`src/rtl/wdt_pkg.sv`:
```
package wdt_pkg;

    typedef enum logic [1:0] {
        ST_IDLE  = 2'd0,
        ST_FIRST = 2'd1,
        ST_WIN   = 2'd2,
        ST_RST   = 2'd3
    } wdt_state_e;

    localparam logic [1:0] CFG_OFF = 2'b00;
    localparam logic [1:0] CFG_DEF = 2'b01;

    localparam int unsigned MIN_PERIOD = 2;

endpackage

```
`src/rtl/wdt_prescaler.sv`:
```
module wdt_prescaler #(
    parameter int unsigned PRESCALE = 4
) (
    input  logic clk_i,
    input  logic rst_ni,
    input  logic restart_i,
    output logic tick_o
);

    generate
        if (PRESCALE <= 1) begin : g_direct
            assign tick_o = 1'b1;
        end else begin : g_count
            localparam int unsigned PW = $clog2(PRESCALE);
            localparam logic [PW-1:0] LAST = PW'(PRESCALE - 1);

            typedef struct packed {
                logic [PW-1:0] pre;
            } pre_state_t;

            pre_state_t s_d, s_q;

            assign tick_o = (s_q.pre == LAST);

            always_comb begin
                s_d = s_q;
                if (restart_i || tick_o) begin
                    s_d.pre = '0;
                end else begin
                    s_d.pre = s_q.pre + 1'b1;
                end
            end

            always_ff @(posedge clk_i or negedge rst_ni) begin
                if (!rst_ni) begin
                    s_q <= '0;
                end else begin
                    s_q <= s_d;
                end
            end
        end
    endgenerate

endmodule

```
`src/rtl/wdt_period_sel.sv`:
```
module wdt_period_sel
    import wdt_pkg::*;
#(
    parameter int unsigned PERIOD_W       = 8,
    parameter int unsigned DEFAULT_PERIOD = 150
) (
    input  logic [1:0]          mode_i,
    input  logic [PERIOD_W-1:0] prog_i,
    output logic [PERIOD_W-1:0] period_o,
    output logic                off_o
);

    localparam logic [PERIOD_W-1:0] DEF_TICKS = PERIOD_W'(DEFAULT_PERIOD);
    localparam logic [PERIOD_W-1:0] MIN_TICKS = PERIOD_W'(MIN_PERIOD);

    logic [PERIOD_W-1:0] prog_clamped;

    always_comb begin
        prog_clamped = (prog_i < MIN_TICKS) ? MIN_TICKS : prog_i;
        off_o        = (mode_i == CFG_OFF);
        if (mode_i[1]) begin
            period_o = prog_clamped;
        end else if (mode_i == CFG_DEF) begin
            period_o = DEF_TICKS;
        end else begin
            period_o = MIN_TICKS;
        end
    end

endmodule

```
`src/rtl/wdt_core.sv`:
```
module wdt_core
    import wdt_pkg::*;
#(
    parameter int unsigned PERIOD_W   = 8,
    parameter int unsigned RST_CYCLES = 4
) (
    input  logic                clk_i,
    input  logic                rst_ni,
    input  logic                tick_i,
    input  logic                clear_i,
    input  logic                enter_i,
    input  logic [PERIOD_W-1:0] sel_period_i,
    input  logic                sel_off_i,
    output logic                restart_o,
    output logic                wdt_rst_o,
    output logic                win_open_o,
    output logic                armed_o,
    output logic                off_o
);

    localparam int unsigned RW = (RST_CYCLES > 1) ? $clog2(RST_CYCLES) : 1;
    localparam logic [RW-1:0] RST_LAST = RW'(RST_CYCLES - 1);

    typedef struct packed {
        wdt_state_e          state;
        logic [PERIOD_W-1:0] cnt;
        logic [PERIOD_W-1:0] period;
        logic [PERIOD_W-1:0] half;
        logic                off;
        logic [RW-1:0]       rcnt;
    } core_state_t;

    core_state_t s_d, s_q;

    logic running;
    logic in_open;
    logic tick_end;
    logic restart;

    always_comb begin
        running  = ((s_q.state == ST_FIRST) || (s_q.state == ST_WIN)) && !s_q.off;
        in_open  = (s_q.cnt >= s_q.half);
        tick_end = running && tick_i && (s_q.cnt == (s_q.period - 1'b1));
        restart  = 1'b0;
        s_d      = s_q;

        if (running && tick_i) begin
            s_d.cnt = s_q.cnt + 1'b1;
        end

        unique case (s_q.state)
            ST_IDLE: begin
                if (enter_i) begin
                    s_d.state = ST_FIRST;
                    restart   = 1'b1;
                end
            end
            ST_FIRST: begin
                if (enter_i) begin
                    restart = 1'b1;
                end else if (clear_i) begin
                    s_d.state = ST_WIN;
                    restart   = 1'b1;
                end else if (tick_end) begin
                    s_d.state = ST_RST;
                end
            end
            ST_WIN: begin
                if (enter_i) begin
                    s_d.state = ST_FIRST;
                    restart   = 1'b1;
                end else if (clear_i) begin
                    if (s_q.off || in_open) begin
                        restart = 1'b1;
                    end else begin
                        s_d.state = ST_RST;
                    end
                end else if (tick_end) begin
                    s_d.state = ST_RST;
                end
            end
            ST_RST: begin
                if (s_q.rcnt == RST_LAST) begin
                    s_d.state = ST_FIRST;
                    s_d.rcnt  = '0;
                    restart   = 1'b1;
                end else begin
                    s_d.rcnt = s_q.rcnt + 1'b1;
                end
            end
            default: begin
                s_d.state = ST_IDLE;
            end
        endcase

        if (s_d.state == ST_RST && s_q.state != ST_RST) begin
            s_d.rcnt = '0;
            s_d.cnt  = '0;
        end

        if (restart) begin
            s_d.cnt    = '0;
            s_d.period = sel_period_i;
            s_d.half   = sel_period_i >> 1;
            s_d.off    = sel_off_i;
        end
    end

    always_ff @(posedge clk_i or negedge rst_ni) begin
        if (!rst_ni) begin
            s_q <= '{state: ST_IDLE, cnt: '0, period: '0, half: '0, off: 1'b0, rcnt: '0};
        end else begin
            s_q <= s_d;
        end
    end

    assign restart_o  = restart;
    assign wdt_rst_o  = (s_q.state == ST_RST);
    assign armed_o    = (s_q.state == ST_WIN) && !s_q.off;
    assign win_open_o = armed_o && in_open;
    assign off_o      = s_q.off;

endmodule

```
`src/rtl/window_watchdog.sv`:
```
module window_watchdog #(
    parameter int unsigned PRESCALE       = 4,
    parameter int unsigned PERIOD_W       = 8,
    parameter int unsigned DEFAULT_PERIOD = 150,
    parameter int unsigned RST_CYCLES     = 4
) (
    input  logic                clk_i,
    input  logic                rst_ni,
    input  logic                clear_i,
    input  logic                enter_normal_i,
    input  logic [1:0]          cfg_mode_i,
    input  logic [PERIOD_W-1:0] cfg_period_i,
    output logic                wdt_rst_o,
    output logic                win_open_o
);

    logic                tick;
    logic                restart;
    logic [PERIOD_W-1:0] sel_period;
    logic                sel_off;
    logic                armed;
    logic                cur_off;

    wdt_prescaler #(
        .PRESCALE (PRESCALE)
    ) u_prescaler (
        .clk_i     (clk_i),
        .rst_ni    (rst_ni),
        .restart_i (restart),
        .tick_o    (tick)
    );

    wdt_period_sel #(
        .PERIOD_W       (PERIOD_W),
        .DEFAULT_PERIOD (DEFAULT_PERIOD)
    ) u_period_sel (
        .mode_i   (cfg_mode_i),
        .prog_i   (cfg_period_i),
        .period_o (sel_period),
        .off_o    (sel_off)
    );

    wdt_core #(
        .PERIOD_W   (PERIOD_W),
        .RST_CYCLES (RST_CYCLES)
    ) u_core (
        .clk_i        (clk_i),
        .rst_ni       (rst_ni),
        .tick_i       (tick),
        .clear_i      (clear_i),
        .enter_i      (enter_normal_i),
        .sel_period_i (sel_period),
        .sel_off_i    (sel_off),
        .restart_o    (restart),
        .wdt_rst_o    (wdt_rst_o),
        .win_open_o   (win_open_o),
        .armed_o      (armed),
        .off_o        (cur_off)
    );

endmodule

```
`config.mk`:
```
export PLATFORM = sky130hd
export DESIGN_NAME = window_watchdog
export DESIGN_NICKNAME = d
export VERILOG_FILES = /design/src/rtl/wdt_pkg.sv /design/src/rtl/wdt_prescaler.sv /design/src/rtl/wdt_period_sel.sv /design/src/rtl/wdt_core.sv /design/src/rtl/window_watchdog.sv
export SDC_FILE = /design/constraint.sdc
export NUM_CORES = 1
export LEC_CHECK = 0
export ABC_CLOCK_PERIOD_IN_PS = 3500
export BUFFER_PORTS_ARGS = -buffer_cell sky130_fd_sc_hd__buf_2
export CORE_MARGIN = 2
export CORE_UTILIZATION = 35
export CTS_BUF_LIST = sky130_fd_sc_hd__clkbuf_4
export CTS_CLUSTER_DIAMETER = 60
export DETAILED_ROUTE_END_ITERATION = 10
export HOLD_SLACK_MARGIN = 0.15
export MAX_ROUTING_LAYER = met4
export PLACE_DENSITY = 0.59
export SYNTH_ARGS = -nofsm -noshare
export SYNTH_HDL_FRONTEND = slang
export SYNTH_SLANG_ARGS = --single-unit
```
`constraint.sdc`:
```
create_clock -name clk_i -period 3.5 [get_ports clk_i]
set_input_delay 0.35 -clock clk_i [delete_from_list [all_inputs] [get_ports clk_i]]
set_output_delay 0.35 -clock clk_i [all_outputs]
set_load 0.005 [all_outputs]
```
==> impl_metrics.tcl <==
set metrics [dict create \
    setup_tns_ns 0 \
    crit_path_start_kind "flip-flop" \
    first_pass_iters 4 \
    h-tree-depth 1 \
    power.leakage_nw 0.841 \
    path_clk_slew_ns 0.13 \
    cts-root-buf "clkbuf_4" \
    cts_tree "yes" \
    synthFlopType "dfrtp_1" \
    fin_crit_ns 2.82 \
    setup.worst_path.end_class "flip-flop" \
    drt-initial-drc-count 147 \
    n_antenna_cell 0 \
    synth_edf_count 0 \
    port_buffers 15 \
    ir_drop_uv 219 \
    antenna_found_initial 0 \
    clkSinkCount 23 \
    ioPinCount 16 \
    path_class "flip-flop to flip-flop" \
    gp_congestion 0.869 \
    rsz0062_at_grt "false" \
    worstPathMaxFanout 10 \
    post_synth.cell_area_avg_um2 9.36 \
    die-area_um2 5440 \
    synth-seq-cells 23 \
    post_cts_buffers 0 \
    crit_path_top_delay_cell "dfrtp_1" \
    tightestPinTransition_ns 0.543 \
    dieWidth_um 73.8 \
    hold_class "primary input to flip-flop" \
    grt_usage_pct 14.8 \
    core_area_um2 4720 \
    cts.repair.resized 0 \
    nets 225 \
    synth_largest_area_cell "dfrtp_1" \
    multiInputGateArea_um2 1030 \
    worstPathRequired_ns 3.69 \
    synth_top_cell_area_share_pct 33.8 \
    syn-num-nets 211 \
    final_layout_size_suffix_gt1_share_pct 13.8 \
    numCtsBuffers 3 \
    dpl.hpwl_um 2660 \
    ant_nets 0 \
    start_util_pct 36.1 \
    vias 1294 \
    grt_pass1_wl_um 6140 \
    grt_start_max_net_pins 24 \
    skew_ns 0.00949 \
    grt_remaining_overflow 0 \
    status "finished, final reports clean" \
    seq_area_um2 576 \
    synth_area_leaders "dfrtp_1, ha_1, xor2_1, mux2i_1, xnor2_1" \
    max_freq_mhz 355 \
    min_period_over_period_pct 80.5 \
    vias_per_cell 4.94 \
    p_per_area_nw_per_um2 662 \
    ys_types 42 \
    synthCells 182 \
    cpPeakStageDelay_ns 0.51 \
    arrival_ns 3.00 \
    drc 0 \
    async_reset_ff_share_pct 100 \
    hold_viol_final 0 \
    yosysSeqAreaShare_pct 33.8 \
    wire_per_inst_um 13.1 \
    max_cap_violations 0 \
    grt_pass1_vias 1286 \
    cts_max_path_buffers 2 \
    yosysMostFrequentCell "dfrtp_1" \
    nFillCells 486 \
    ys_top_cells_by_count "dfrtp_1, ha_1, inv_1" \
    rows 25 \
    worstPathCellList "inv_1 > ha_1 > o21bai_1 > a2111oi_2 > a311oi_1 > a2111o_1 > o2111ai_1 > and4b_1 > nor3_1" \
    clock_latency_ns 0.31 \
    fp.dieH_um 73.8 \
    slew_headroom_pct 63.8 \
    total_power_mw 1.23 \
    report.final.slew_viol_count 0 \
    setup_viol 0 \
    synth_area_um2 1700 \
    drt-total-wl_um 3440 \
    yosysWarnings 0 \
    syn2layout_area_growth_pct 9.47 \
]
[cells by family after synthesis]
| kind of cell | count (synthesis) | synth area share, % |
|---|---|---|
| and+or+nand+nor | 59 | 19.0 |
| xor gates and xnor gates | 20 | 10.3 |
| adders and majority gates | 15 | 11.0 |
| buffers and inverters | 23 | 6.31 |
| muxes | 11 | 6.61 |
| AOI/OAI and AO/OA | 31 | 13.0 |
| DFF | 23 | 33.8 |
[state kept, by name (all words and copies together), names as in the netlist]
signal,count
u_core.s_q,20
u_core.off_o,1
u_prescaler.g_count.s_q,2
[what timing repair did]
action                                  CTS  global route
hold endpoints to repair                 23             0
hold buffers                              1             0
endpoints found under the setup margin    0             0
[critical path, delay by kind of cell, from the launching register on]
kind / cells / cell delay (ns)
and+or+nand+nor: 2 / 0.56
DFF: 1 / 0.51
adders and majority gates: 1 / 0.27
buffers and inverters: 1 / 0.07
AOI/OAI and AO/OA: 5 / 1.29
[power breakdown]
group	internal, mW	total [mW]	switching, mW
Clock	0.0426	0.122	0.0798
Combinational	0.300	0.662	0.362
Sequential	0.345	0.450	0.105
Total	0.688	1.23	0.547
[layout make-up]
type / instances / area share (%)
multi-input cells: 136 / 55.0
flip-flops and latches: 23 / 30.9
repair buffers: 18 / 5.37
well taps: 67 / 4.49
inverters: 14 / 2.82
clock buffers: 3 / 1.21
clock inverters: 1 / 0.268
[worst paths after layout]
path	startpoint	end	slack [ns]	cells after the start
max	u_core.s_q[11]	u_core.s_q[20]	0.68	9
max in group asynchronous	rst_ni	u_core.s_q[25]	2.59	2
min	cfg_period_i[5]	u_core.s_q[16]	0.29	3
max reg2reg	u_core.s_q[11]	u_core.s_q[20]	0.68	9
min in group asynchronous	rst_ni	u_core.s_q[13]	0.54	2
min reg2reg	u_prescaler.g_count.s_q[0]	u_prescaler.g_count.s_q[0]	0.46	1
[stage by stage]
step	instance area (um^2)	hold WS [ns]	setup WS (ns)	utilization, %	std cells
after global placement	1830	0.363	0.762	38.7	257
after detailed placement	1830	0.371	0.723	38.7	257
after CTS	1870	0.278	0.657	39.5	262
after floorplan	1700	0.0544	1.09	-	182
final	1870	0.287	0.683	39.5	262
after global routing	1870	0.302	0.459	39.5	262
[per-layer routing]
metal | GRT usage, % | routed length [um] | vias up
li1 | - | - | 664
met2 | 22.5 | 1630 | 13
met4 | 4.85 | 34 | 0
met3 | 1.37 | 47 | 2
met5 | - | 0 | -
met1 | 20.7 | 1730 | 615
[cell usage in the layout (no fill, tap or decap), types with 2 or more instances in the layout]
master / Yosys / layout
dfrtp_1: 23 / 23
ha_1: 15 / 15
buf_2: 1 / 15
inv_1: 14 / 14
nor2_1: 11 / 11
xor2_1: 11 / 11
nand2_1: 11 / 11
nor3_1: 11 / 11
xnor2_1: 9 / 9
mux2i_1: 9 / 9
nand4_1: 6 / 6
a21oi_1: 6 / 6
o21ai_0: 5 / 5
nor2b_1: 4 / 4
nand3_1: 4 / 4
nand2b_1: 3 / 3
a211oi_1: 4 / 3
nor3b_1: 3 / 3
a21boi_0: 3 / 3
clkbuf_4: 0 / 3
o21a_1: 2 / 2
mux2_2: 2 / 2
buf_4: 1 / 2
No activity file was read; power rests on OpenSTA's default activity.
